--- src/rtl/pwm_ctrl_pkg.sv ---
package pwm_ctrl_pkg;
  localparam int DATA_W   = 32;
  localparam int WIN_W    = 4;
  localparam int EN_BIT   = 0;
  localparam int PRE_LSB  = 2;
  localparam logic [3:0] OFF_CTRL = 4'h0;
  localparam logic [3:0] OFF_HIGH = 4'h4;
  localparam logic [3:0] OFF_SPAN = 4'h8;
  localparam logic [7:0] MASTER_ADDR = 8'h3C;
endpackage

--- src/rtl/pwm_rst_sync.sv ---
module pwm_rst_sync (
  input  logic clk,
  input  logic rst_n,
  output logic rst_sync_n
);
  logic [1:0] stage_q;

  always_ff @(posedge clk or negedge rst_n) begin
    if (!rst_n) stage_q <= 2'b00;
    else        stage_q <= {stage_q[0], 1'b1};
  end

  assign rst_sync_n = stage_q[1];
endmodule

--- src/rtl/pwm_regs.sv ---
module pwm_regs
  import pwm_ctrl_pkg::*;
#(
  parameter int NUM_CH = 4,
  parameter int PRE_W  = 14,
  parameter int CNT_W  = 16,
  parameter int ADDR_W = 8
) (
  input  logic                          clk,
  input  logic                          rst_n,
  input  logic                          wr_en,
  input  logic [ADDR_W-1:0]             wr_addr,
  input  logic [DATA_W-1:0]             wr_data,
  input  logic [ADDR_W-1:0]             rd_addr,
  output logic [DATA_W-1:0]             rd_data,
  output logic                          master_en,
  output logic [NUM_CH-1:0]             ch_en,
  output logic [NUM_CH-1:0][PRE_W-1:0]  ch_pre,
  output logic [NUM_CH-1:0][CNT_W-1:0]  ch_high,
  output logic [NUM_CH-1:0][CNT_W-1:0]  ch_span
);
  localparam int SEL_W = ADDR_W - WIN_W;
  localparam logic [ADDR_W-1:0] MASTER_A = ADDR_W'(MASTER_ADDR);

  logic                         master_q, master_n;
  logic [NUM_CH-1:0]            en_q, en_n;
  logic [NUM_CH-1:0][PRE_W-1:0] pre_q, pre_n;
  logic [NUM_CH-1:0][CNT_W-1:0] high_q, high_n;
  logic [NUM_CH-1:0][CNT_W-1:0] span_q, span_n;

  always_comb begin
    master_n = master_q;
    en_n     = en_q;
    pre_n    = pre_q;
    high_n   = high_q;
    span_n   = span_q;
    if (wr_addr == MASTER_A) master_n = wr_data[EN_BIT];
    for (int c = 0; c < NUM_CH; c++) begin
      if (wr_addr[ADDR_W-1:WIN_W] == c[SEL_W-1:0]) begin
        case (wr_addr[WIN_W-1:0])
          OFF_CTRL: begin
            en_n[c]  = wr_data[EN_BIT];
            pre_n[c] = wr_data[PRE_LSB +: PRE_W];
          end
          OFF_HIGH: high_n[c] = wr_data[CNT_W-1:0];
          OFF_SPAN: span_n[c] = wr_data[CNT_W-1:0];
          default: ;
        endcase
      end
    end
  end

  always_ff @(posedge clk or negedge rst_n) begin
    if (!rst_n) begin
      master_q <= 1'b0;
      en_q     <= '0;
      pre_q    <= '0;
      high_q   <= '0;
      span_q   <= '0;
    end else if (wr_en) begin
      master_q <= master_n;
      en_q     <= en_n;
      pre_q    <= pre_n;
      high_q   <= high_n;
      span_q   <= span_n;
    end
  end

  always_comb begin
    rd_data = '0;
    if (rd_addr == MASTER_A) rd_data[EN_BIT] = master_q;
    for (int c = 0; c < NUM_CH; c++) begin
      if (rd_addr[ADDR_W-1:WIN_W] == c[SEL_W-1:0]) begin
        case (rd_addr[WIN_W-1:0])
          OFF_CTRL: begin
            rd_data[EN_BIT]             = en_q[c];
            rd_data[PRE_LSB +: PRE_W]   = pre_q[c];
          end
          OFF_HIGH: rd_data[CNT_W-1:0] = high_q[c];
          OFF_SPAN: rd_data[CNT_W-1:0] = span_q[c];
          default: ;
        endcase
      end
    end
  end

  assign master_en = master_q;
  assign ch_en     = en_q;
  assign ch_pre    = pre_q;
  assign ch_high   = high_q;
  assign ch_span   = span_q;
endmodule

--- src/rtl/pwm_chan.sv ---
module pwm_chan #(
  parameter int PRE_W = 14,
  parameter int CNT_W = 16
) (
  input  logic             clk,
  input  logic             rst_n,
  input  logic             run,
  input  logic [PRE_W-1:0] pre_i,
  input  logic [CNT_W-1:0] high_i,
  input  logic [CNT_W-1:0] span_i,
  output logic             wave_o,
  output logic [CNT_W-1:0] cnt_o,
  output logic [CNT_W-1:0] span_o
);
  logic             run_q;
  logic [PRE_W-1:0] div_q, div_n;
  logic [CNT_W-1:0] cnt_q, cnt_n;
  logic [PRE_W-1:0] wpre_q;
  logic [CNT_W-1:0] whigh_q, wspan_q;
  logic [CNT_W:0]   cnt_inc;
  logic             tick, last, count_en, reload;

  always_comb begin
    count_en = run & run_q;
    tick     = (div_q == wpre_q);
    cnt_inc  = {1'b0, cnt_q} + (CNT_W+1)'(1);
    last     = (cnt_inc >= {1'b0, wspan_q});
    reload   = ~run_q | (count_en & tick & last);
    div_n    = '0;
    cnt_n    = '0;
    if (count_en) begin
      div_n = tick ? '0 : div_q + PRE_W'(1);
      cnt_n = tick ? (last ? '0 : cnt_inc[CNT_W-1:0]) : cnt_q;
    end
  end

  always_ff @(posedge clk or negedge rst_n) begin
    if (!rst_n) begin
      run_q <= 1'b0;
      div_q <= '0;
      cnt_q <= '0;
    end else begin
      run_q <= run;
      div_q <= div_n;
      cnt_q <= cnt_n;
    end
  end

  always_ff @(posedge clk or negedge rst_n) begin
    if (!rst_n) begin
      wpre_q  <= '0;
      whigh_q <= '0;
      wspan_q <= '0;
    end else if (reload) begin
      wpre_q  <= pre_i;
      whigh_q <= high_i;
      wspan_q <= span_i;
    end
  end

  assign wave_o = count_en & (wspan_q != '0) & (cnt_q < whigh_q);
  assign cnt_o  = cnt_q;
  assign span_o = wspan_q;
endmodule

--- src/rtl/pwm_multi_ctrl.sv ---
module pwm_multi_ctrl
  import pwm_ctrl_pkg::*;
#(
  parameter int NUM_CH = 4,
  parameter int PRE_W  = 14,
  parameter int CNT_W  = 16,
  parameter int ADDR_W = 8
) (
  input  logic              clk,
  input  logic              rst_n,
  input  logic              wr_en,
  input  logic [ADDR_W-1:0] wr_addr,
  input  logic [31:0]       wr_data,
  input  logic [ADDR_W-1:0] rd_addr,
  output logic [31:0]       rd_data,
  output logic [NUM_CH-1:0] pwm_o
);
  logic                         rst_sync_n;
  logic                         master_en;
  logic [NUM_CH-1:0]            ch_en;
  logic [NUM_CH-1:0]            ch_run;
  logic [NUM_CH-1:0][PRE_W-1:0] ch_pre;
  logic [NUM_CH-1:0][CNT_W-1:0] ch_high;
  logic [NUM_CH-1:0][CNT_W-1:0] ch_span;
  logic [NUM_CH-1:0][CNT_W-1:0] ch_cnt;
  logic [NUM_CH-1:0][CNT_W-1:0] ch_wspan;

  pwm_rst_sync u_rst (
    .clk        (clk),
    .rst_n      (rst_n),
    .rst_sync_n (rst_sync_n)
  );

  pwm_regs #(
    .NUM_CH (NUM_CH),
    .PRE_W  (PRE_W),
    .CNT_W  (CNT_W),
    .ADDR_W (ADDR_W)
  ) u_regs (
    .clk       (clk),
    .rst_n     (rst_sync_n),
    .wr_en     (wr_en),
    .wr_addr   (wr_addr),
    .wr_data   (wr_data),
    .rd_addr   (rd_addr),
    .rd_data   (rd_data),
    .master_en (master_en),
    .ch_en     (ch_en),
    .ch_pre    (ch_pre),
    .ch_high   (ch_high),
    .ch_span   (ch_span)
  );

  assign ch_run = ch_en & {NUM_CH{master_en}};

  for (genvar g = 0; g < NUM_CH; g++) begin : g_ch
    pwm_chan #(
      .PRE_W (PRE_W),
      .CNT_W (CNT_W)
    ) u_chan (
      .clk    (clk),
      .rst_n  (rst_sync_n),
      .run    (ch_run[g]),
      .pre_i  (ch_pre[g]),
      .high_i (ch_high[g]),
      .span_i (ch_span[g]),
      .wave_o (pwm_o[g]),
      .cnt_o  (ch_cnt[g]),
      .span_o (ch_wspan[g])
    );
  end
endmodule

--- config.mk ---
export PLATFORM = sky130hd
export DESIGN_NAME = pwm_multi_ctrl
export DESIGN_NICKNAME = d
export VERILOG_FILES = /design/src/rtl/pwm_ctrl_pkg.sv /design/src/rtl/pwm_rst_sync.sv /design/src/rtl/pwm_regs.sv /design/src/rtl/pwm_chan.sv /design/src/rtl/pwm_multi_ctrl.sv
export SDC_FILE = /design/constraint.sdc
export NUM_CORES = 1
export LEC_CHECK = 0
export BUFFER_PORTS_ARGS = -buffer_cell sky130_fd_sc_hd__buf_2
export CAP_MARGIN = 0
export CELL_PAD_IN_SITES_DETAIL_PLACEMENT = 1
export CELL_PAD_IN_SITES_GLOBAL_PLACEMENT = 1
export CORE_ASPECT_RATIO = 1.4
export CORE_MARGIN = 3
export CORE_UTILIZATION = 55
export CTS_CLUSTER_SIZE = 28
export DETAILED_ROUTE_END_ITERATION = 8
export PLACE_DENSITY = 0.95
export SLEW_MARGIN = 20
export SYNTH_ARGS = -nofsm -noshare
export SYNTH_HDL_FRONTEND = slang
export SYNTH_SLANG_ARGS = --single-unit
export TNS_END_PERCENT = 10
--- constraint.sdc ---
create_clock -name clk -period 24.8 [get_ports clk]
set_input_delay 2.48 -clock clk [delete_from_list [all_inputs] [get_ports clk]]
set_output_delay 2.48 -clock clk [all_outputs]
set_load 0.01 [all_outputs]
==> impl_metrics.toml, run 1 <==
[grt]
track_usage_pct = 37.76
grt_max_degree = 83
grt_first_pass_wirelength_um = 146400
grt_antenna_before_repair = 7
grt_overflow = 0
first_global_vias = 23990

[power_and_ir_drop]
powerDensity_nw_per_um2 = 65.28
ir_drop_mv = 0.05297
p_leak_nw = 13.96

[hold_path]
hold_path.class = "reg2reg"
whs_path_depth = 0

[logic_synthesis]
seq_area_frac_synth_pct = 47.04
synth_common_cells = "dfrtp_1, mux2_2, nor2_1, inv_1, nand2_1"
synth_top_area_share_pct = 47.04
synth_edf_count = 0
ys_types = 64
avgSynthCellArea_um2 = 11.02
synth_async_sr_flop_share_pct = 100.0
ys_warn_count = 0
syn-instance-count = 2408
ys.flop_type = "dfrtp_1"
yosys_register_bits = 499
synth.most_common_cell = "dfrtp_1"
syn_area_um2 = 26550
ys_top_cells_by_area = "dfrtp_1, mux2_2, ha_1"
yosysTopAreaCell = "dfrtp_1"

[finish]
layout.nets = 2598
n_fill_cell = 4831
layout.area.seq_um2 = 12490
fin_area_um2 = 28940
syn2layout_area_growth_pct = 9.006
drive_gt1_share_pct = 22.65
finish.utilization_pct = 61.06
multi_input_area_um2 = 12890

[sta]
hold_viol = 0
tightest_slew_ns = 1.153
max_freq_mhz = 119.4
setup_viol = 0
rsz0062_at_grt = "no"
fin_tns_setup_ns = 0
slew_headroom_pct = 22.43
min_period_ns = 8.379
fin_crit_sh_pct = 33.78
drv_slew = 0
setup_slack_ns = 16.42
worst_clock_skew_ns = 0.02671

[floorplanning]
die_y_um = 266.0
core_um2 = 47400
num_rows = 94
die_w_um = 191.7
io_pins = 87
die_area_um2 = 50980
start_util_pct = 56.01

[cts]
tritoncts = "yes"
clk-insertion-delay-late_ns = 0.61
ctsHoldBuffers = 0
cts_root_buffer = "clkbuf_16"
clock_path_buffers = 3
clk_pin_slew_ns = 0.06
cts_buffers = 51
htreeDepth = 2
cts_setup_buffers = 0
cts_resized = 0
clkSinkCount = 499

[setup_path]
cp-start-kind = "input pin"
critPathKind = "in2out"
required_ns = 22.32
reg2reg_slack_ns = 19.45
reg2regPathDepth = 13
critPathCaptureType = "primary output"
cp.arrival_ns = 5.90
critPathMaxFanout = 68

[detailed_routing]
vias_per_cell = 6.882
vias = 21230
wl_per_cell_um = 31.20
dr.pass1.iters = 6
routed_wl_um = 96220
drt_iter0_markers = 1998
drtAntennaViolNets = 0
drc = 0

[place]
pre_cts_ws_ns = 16.73
io_buffers = 54
place_area_um2 = 27160
gp_congestion = 0.9155
dp_hpwl_um = 60220

[status]
outcome = "finished, final reports clean"

[flow_run]
max-cap-violations = 0
-- path summary, 6_finish.rpt --
path                                                          end                                start
setup / recovery                                       rd_data[0]                           rd_addr[2]
hold / removal                         u_rst.stage_q[1]$_DFF_PN0_           u_rst.stage_q[0]$_DFF_PN0_
setup reg to reg           g_ch[3].u_chan.whigh_q[15]$_DFFE_PN0P_  g_ch[3].u_chan.cnt_o[0]$_DFFE_PN0P_
hold reg to reg                        u_rst.stage_q[1]$_DFF_PN0_           u_rst.stage_q[0]$_DFF_PN0_
max in group asynchronous   g_ch[2].u_chan.whigh_q[9]$_DFFE_PN0P_           u_rst.stage_q[1]$_DFF_PN0_
min in group asynchronous   g_ch[0].u_chan.wpre_q[13]$_DFFE_PN0P_           u_rst.stage_q[1]$_DFF_PN0_
-- flip-flops by register name (all words and copies together) (netlist names) --
| signal | count |
|---|---|
| u_rst.stage_q | 2 |
| g_ch.u_chan.cnt_o | 64 |
| g_ch.u_chan.span_o | 64 |
| g_ch.u_chan.run_q | 4 |
| g_ch.u_chan.whigh_q | 64 |
| u_regs.ch_pre | 56 |
| g_ch.u_chan.wpre_q | 56 |
| u_regs.ch_span | 64 |
| u_regs.ch_high | 64 |
| u_regs.master_en | 1 |
| u_regs.ch_en | 4 |
| g_ch.u_chan.div_q | 56 |
-- cell type report --
cell class                 instances  area share [%]
sequential                       499           43.16
clock inverter                    22          0.7307
timing repair buffer              83           1.803
clock buffer                      71           5.223
multi-input combinational       1642           44.55
antenna                            5         0.04324
inverter                         138           1.790
tap                              624           2.698
-- layout by cell type, fill, tap and decap left out, drive strengths merged, types with 9 or more instances in the layout --
cell | synthesis | routed
clkinv | 0 | 14
nor2b | 9 | 9
inv | 138 | 140
nand2 | 137 | 137
nand2b | 11 | 11
xnor2 | 56 | 56
xor2 | 97 | 97
nor4 | 43 | 43
o211ai | 34 | 34
buf | 51 | 83
a32o | 14 | 14
and4 | 11 | 11
a211oi | 18 | 18
nand3 | 75 | 75
dfrtp | 499 | 499
nand4 | 69 | 69
o221ai | 11 | 11
nor3 | 12 | 12
nor2 | 145 | 145
and3 | 42 | 42
or3 | 9 | 9
a21oi | 97 | 97
ha | 132 | 132
conb | 2 | 17
mux2 | 373 | 373
and2 | 15 | 15
a21o | 23 | 23
clkbuf | 93 | 71
o21ai | 65 | 65
mux2i | 60 | 60
-- power breakdown --
group	internal [W]	total [W]	switching, W	leakage, nW
Sequential	0.000843	0.000877	0.0000338	6.90
Combinational	0.0000594	0.000193	0.000134	6.21
Clock	0.000458	0.000819	0.000362	0.856
-- routing by layer --
metal / track usage, % / wire (um)
met5: 0 / 74
met4: 29.81 / 8763
met3: 8.423 / 7207
met2: 63.58 / 47390
met1: 40.74 / 32780
-- logic make-up after synthesis --
family,synth area share [%]
simple gates,11.27
flops,47.04
mux,18.08
compound gates,7.645
buf+inv,4.666
xor+xnor,5.048
fa+ha+maj,6.221
other cells,0.02829
-- worst max-delay path, cell delays in order --
cell and delay (ns):
buf_2 0.07, buf_4 0.62, nor2b_4 0.81, buf_4 0.53, a311oi_1 0.19, nor2_1 0.24, a21oi_1 0.12, a211oi_1 0.50
buf_2 0.23
-- stage by stage --
step | std cells | power [W] | hold WS (ns)
after global placement | 2985 | 0.001043 | 0.3387
after global routing | 3079 | 0.001934 | 0.3493
after detailed placement | 2985 | 0.001065 | 0.3426
after CTS | 3078 | 0.001881 | 0.3494
after floorplan | 2423 | 0.0009975 | 0.3312
final | 3084 | 0.001889 | 0.3467
(Power assumes the default switching activity.)
==> inputs of run 2 (changes only) <==
--- a/config.mk
+++ b/config.mk
@@ -11,10 +11,10 @@
 export CELL_PAD_IN_SITES_GLOBAL_PLACEMENT = 1
 export CORE_ASPECT_RATIO = 1.4
 export CORE_MARGIN = 3
-export CORE_UTILIZATION = 55
+export CORE_UTILIZATION = 51
 export CTS_CLUSTER_SIZE = 28
 export DETAILED_ROUTE_END_ITERATION = 8
-export PLACE_DENSITY = 0.95
+export PLACE_DENSITY = 0.9
 export SLEW_MARGIN = 20
 export SYNTH_ARGS = -nofsm -noshare
 export SYNTH_HDL_FRONTEND = slang
==> constraint.sdc (replaced) <==
create_clock -name clk -period 8.25 [get_ports clk]
set_input_delay 0.825 -clock clk [delete_from_list [all_inputs] [get_ports clk]]
set_output_delay 0.825 -clock clk [all_outputs]
set_load 0.01 [all_outputs]
==> run 2 against run 1 <==
Compared with the run above: register-to-register slack worse by 16 ns; flip-flop and latch count unchanged; non-clock buffer count down 4; critical path type is now reg2reg; largest power group unchanged.
==> impl_metrics.toml, run 2 (synthesized netlist as in run 1, its figures left out) <==
[setup_path]
critPathMaxFanout = 31
cp.arrival_ns = 5.50
critPathKind = "reg2reg"
cp-start-kind = "flop"
critPathCaptureType = "flop"
critPathBufInv = 1
cp_top_family = "simple AND/OR/NAND/NOR gates"
critPathMaxStageDelay_ns = 0.65
critPathSlowestCell = "a31oi_4"
path_cells = "ha_1, nand3_1, or3_1, nor3_1, xor2_1, ha_1, nand3_1, nor3_1, a21oi_1, and2_1, a31oi_4, buf_4, mux2_2"
reg2reg_slack_ns = 3.21
required_ns = 8.70

[detailed_routing]
drc = 0
vias_per_cell = 6.407
dr.pass1.iters = 7
drt_iter0_markers = 1577
routed_wl_um = 83680
wl_per_cell_um = 27.04
vias = 19830
drtAntennaViolNets = 0

[finish]
final_cell_mix = "dfrtp_1, mux2_2, nor2_1"
instances_no_fill = 3095
layout.nets = 2591
drive_gt1_share_pct = 22.02
final_common_cell = "dfrtp_1"
syn2layout_area_growth_pct = 8.455
fin_area_um2 = 28790

[flow_run]
max-cap-violations = 0

[cts]
tritoncts = "yes"
clk_pin_slew_ns = 0.07
cts_setup_buffers = 0
cts_buffers = 48
clkSinkCount = 499
ctsHoldBuffers = 0
cts_resized = 0
clock_path_buffers = 3
htreeDepth = 2
clk-insertion-delay-late_ns = 0.59
cts_root_buffer = "clkbuf_16"

[sta]
hold_viol = 0
max_freq_mhz = 198.3
fin_tns_setup_ns = 0
hold_slack_ns = 0.02182
drv_slew = 0
min_period_ns = 5.042
setup_viol = 0
rsz0062_at_grt = "no"
slew_headroom_pct = 27.80
worst_clock_skew_ns = 0.03510
fin_crit_sh_pct = 61.12
tightest_slew_ns = 1.079

[status]
outcome = "finished, final reports clean"

[floorplanning]
die_w_um = 198.8
core_um2 = 51250
die_area_um2 = 54870
start_util_pct = 51.80
num_rows = 98
die_y_um = 276.0
io_pins = 87

[place]
dp_cells = 3008
place_area_um2 = 27200
io_buffers = 54
gp_congestion = 0.9284
dp_hpwl_um = 55870

[grt]
grt_antenna_before_repair = 4
first_global_vias = 22080
track_usage_pct = 30.56
grt_first_pass_wirelength_um = 129700
grt_overflow = 0
grt_max_degree = 177

[power_and_ir_drop]
powerDensity_nw_per_um2 = 188.7
p_leak_nw = 13.88
finalPower_w = 0.005433
ir_drop_mv = 0.1371

[hold_path]
hold_path.class = "in2async"
[run 2: cell count changes in the layout (fill, tap and decap cells not counted), moves of 2 or more]
cell	before	now
buf_6	3	0
buf_12	0	2
clkbuf_1	4	9
buf_4	26	24
diode_2	5	2
clkbuf_8	16	11
clkinvlp_4	3	1
clkinv_2	11	9
inv_6	2	0
[run 2: path summary, 6_finish.rpt]
| path | from | end | cells after the start |
|---|---|---|---|
| worst min-delay path | rst_n | u_rst.stage_q[0]$_DFF_PN0_ | 1 |
| worst max register to register | g_ch[3].u_chan.cnt_o[0]$_DFFE_PN0P_ | g_ch[3].u_chan.whigh_q[8]$_DFFE_PN0P_ | 13 |
| min in group clk | u_rst.stage_q[0]$_DFF_PN0_ | u_rst.stage_q[1]$_DFF_PN0_ | 0 |
| max in group asynchronous | u_rst.stage_q[1]$_DFF_PN0_ | u_regs.ch_span[16]$_DFFE_PN0P_ | 2 |
| worst max-delay path | g_ch[3].u_chan.cnt_o[0]$_DFFE_PN0P_ | g_ch[3].u_chan.whigh_q[8]$_DFFE_PN0P_ | 13 |
| worst min register to register | u_rst.stage_q[0]$_DFF_PN0_ | u_rst.stage_q[1]$_DFF_PN0_ | 0 |
[run 2: final cells by class]
class / count / area (um^2)
fillers: 5407 / 22460
multi-input cells: 1642 / 12900
flip-flops and latches: 499 / 12490
clock buffers: 70 / 1436
well taps: 650 / 813.3
inverters: 138 / 518.0
repair buffers: 79 / 485.5
clock inverters: 15 / 146.4
diodes: 2 / 5.005
[run 2: layer usage]
layer	global-route usage (%)	vias up	wire length (um)
met3	5.172	338	4757
li1	-	8519	-
met4	19.37	2	6122
met2	53.52	759	42390
met1	34.52	10210	30400
met5	0	-	13
[run 2: power breakdown]
group          leakage, nW  switching (W)  internal (W)  total, W
sequential            6.90      0.0000939       0.00253   0.00263
clock                0.785       0.000991       0.00127   0.00226
combinational         6.19       0.000367      0.000176  0.000543
total                 13.9        0.00145       0.00398   0.00543
[run 2: worst register-to-register path, delay by kind of cell, from the launching register on]
kind	cells	cell delay, ns
AO/OA/AOI/OAI	2	0.81
flip-flops	1	0.49
AND/OR/NAND/NOR	6	1.86
adder cells (fa/ha/maj)	2	0.67
XOR/XNOR	1	0.14
multiplexers	1	0.43
buffers and inverters	1	0.52
[run 2: stage by stage]
step	util (%)	setup WS, ns
after floorplan	-	0.1235
after global placement	53.06	3.620
after detailed placement	53.06	3.381
after CTS	56.15	3.281
after global routing	56.17	2.937
final	56.18	3.208
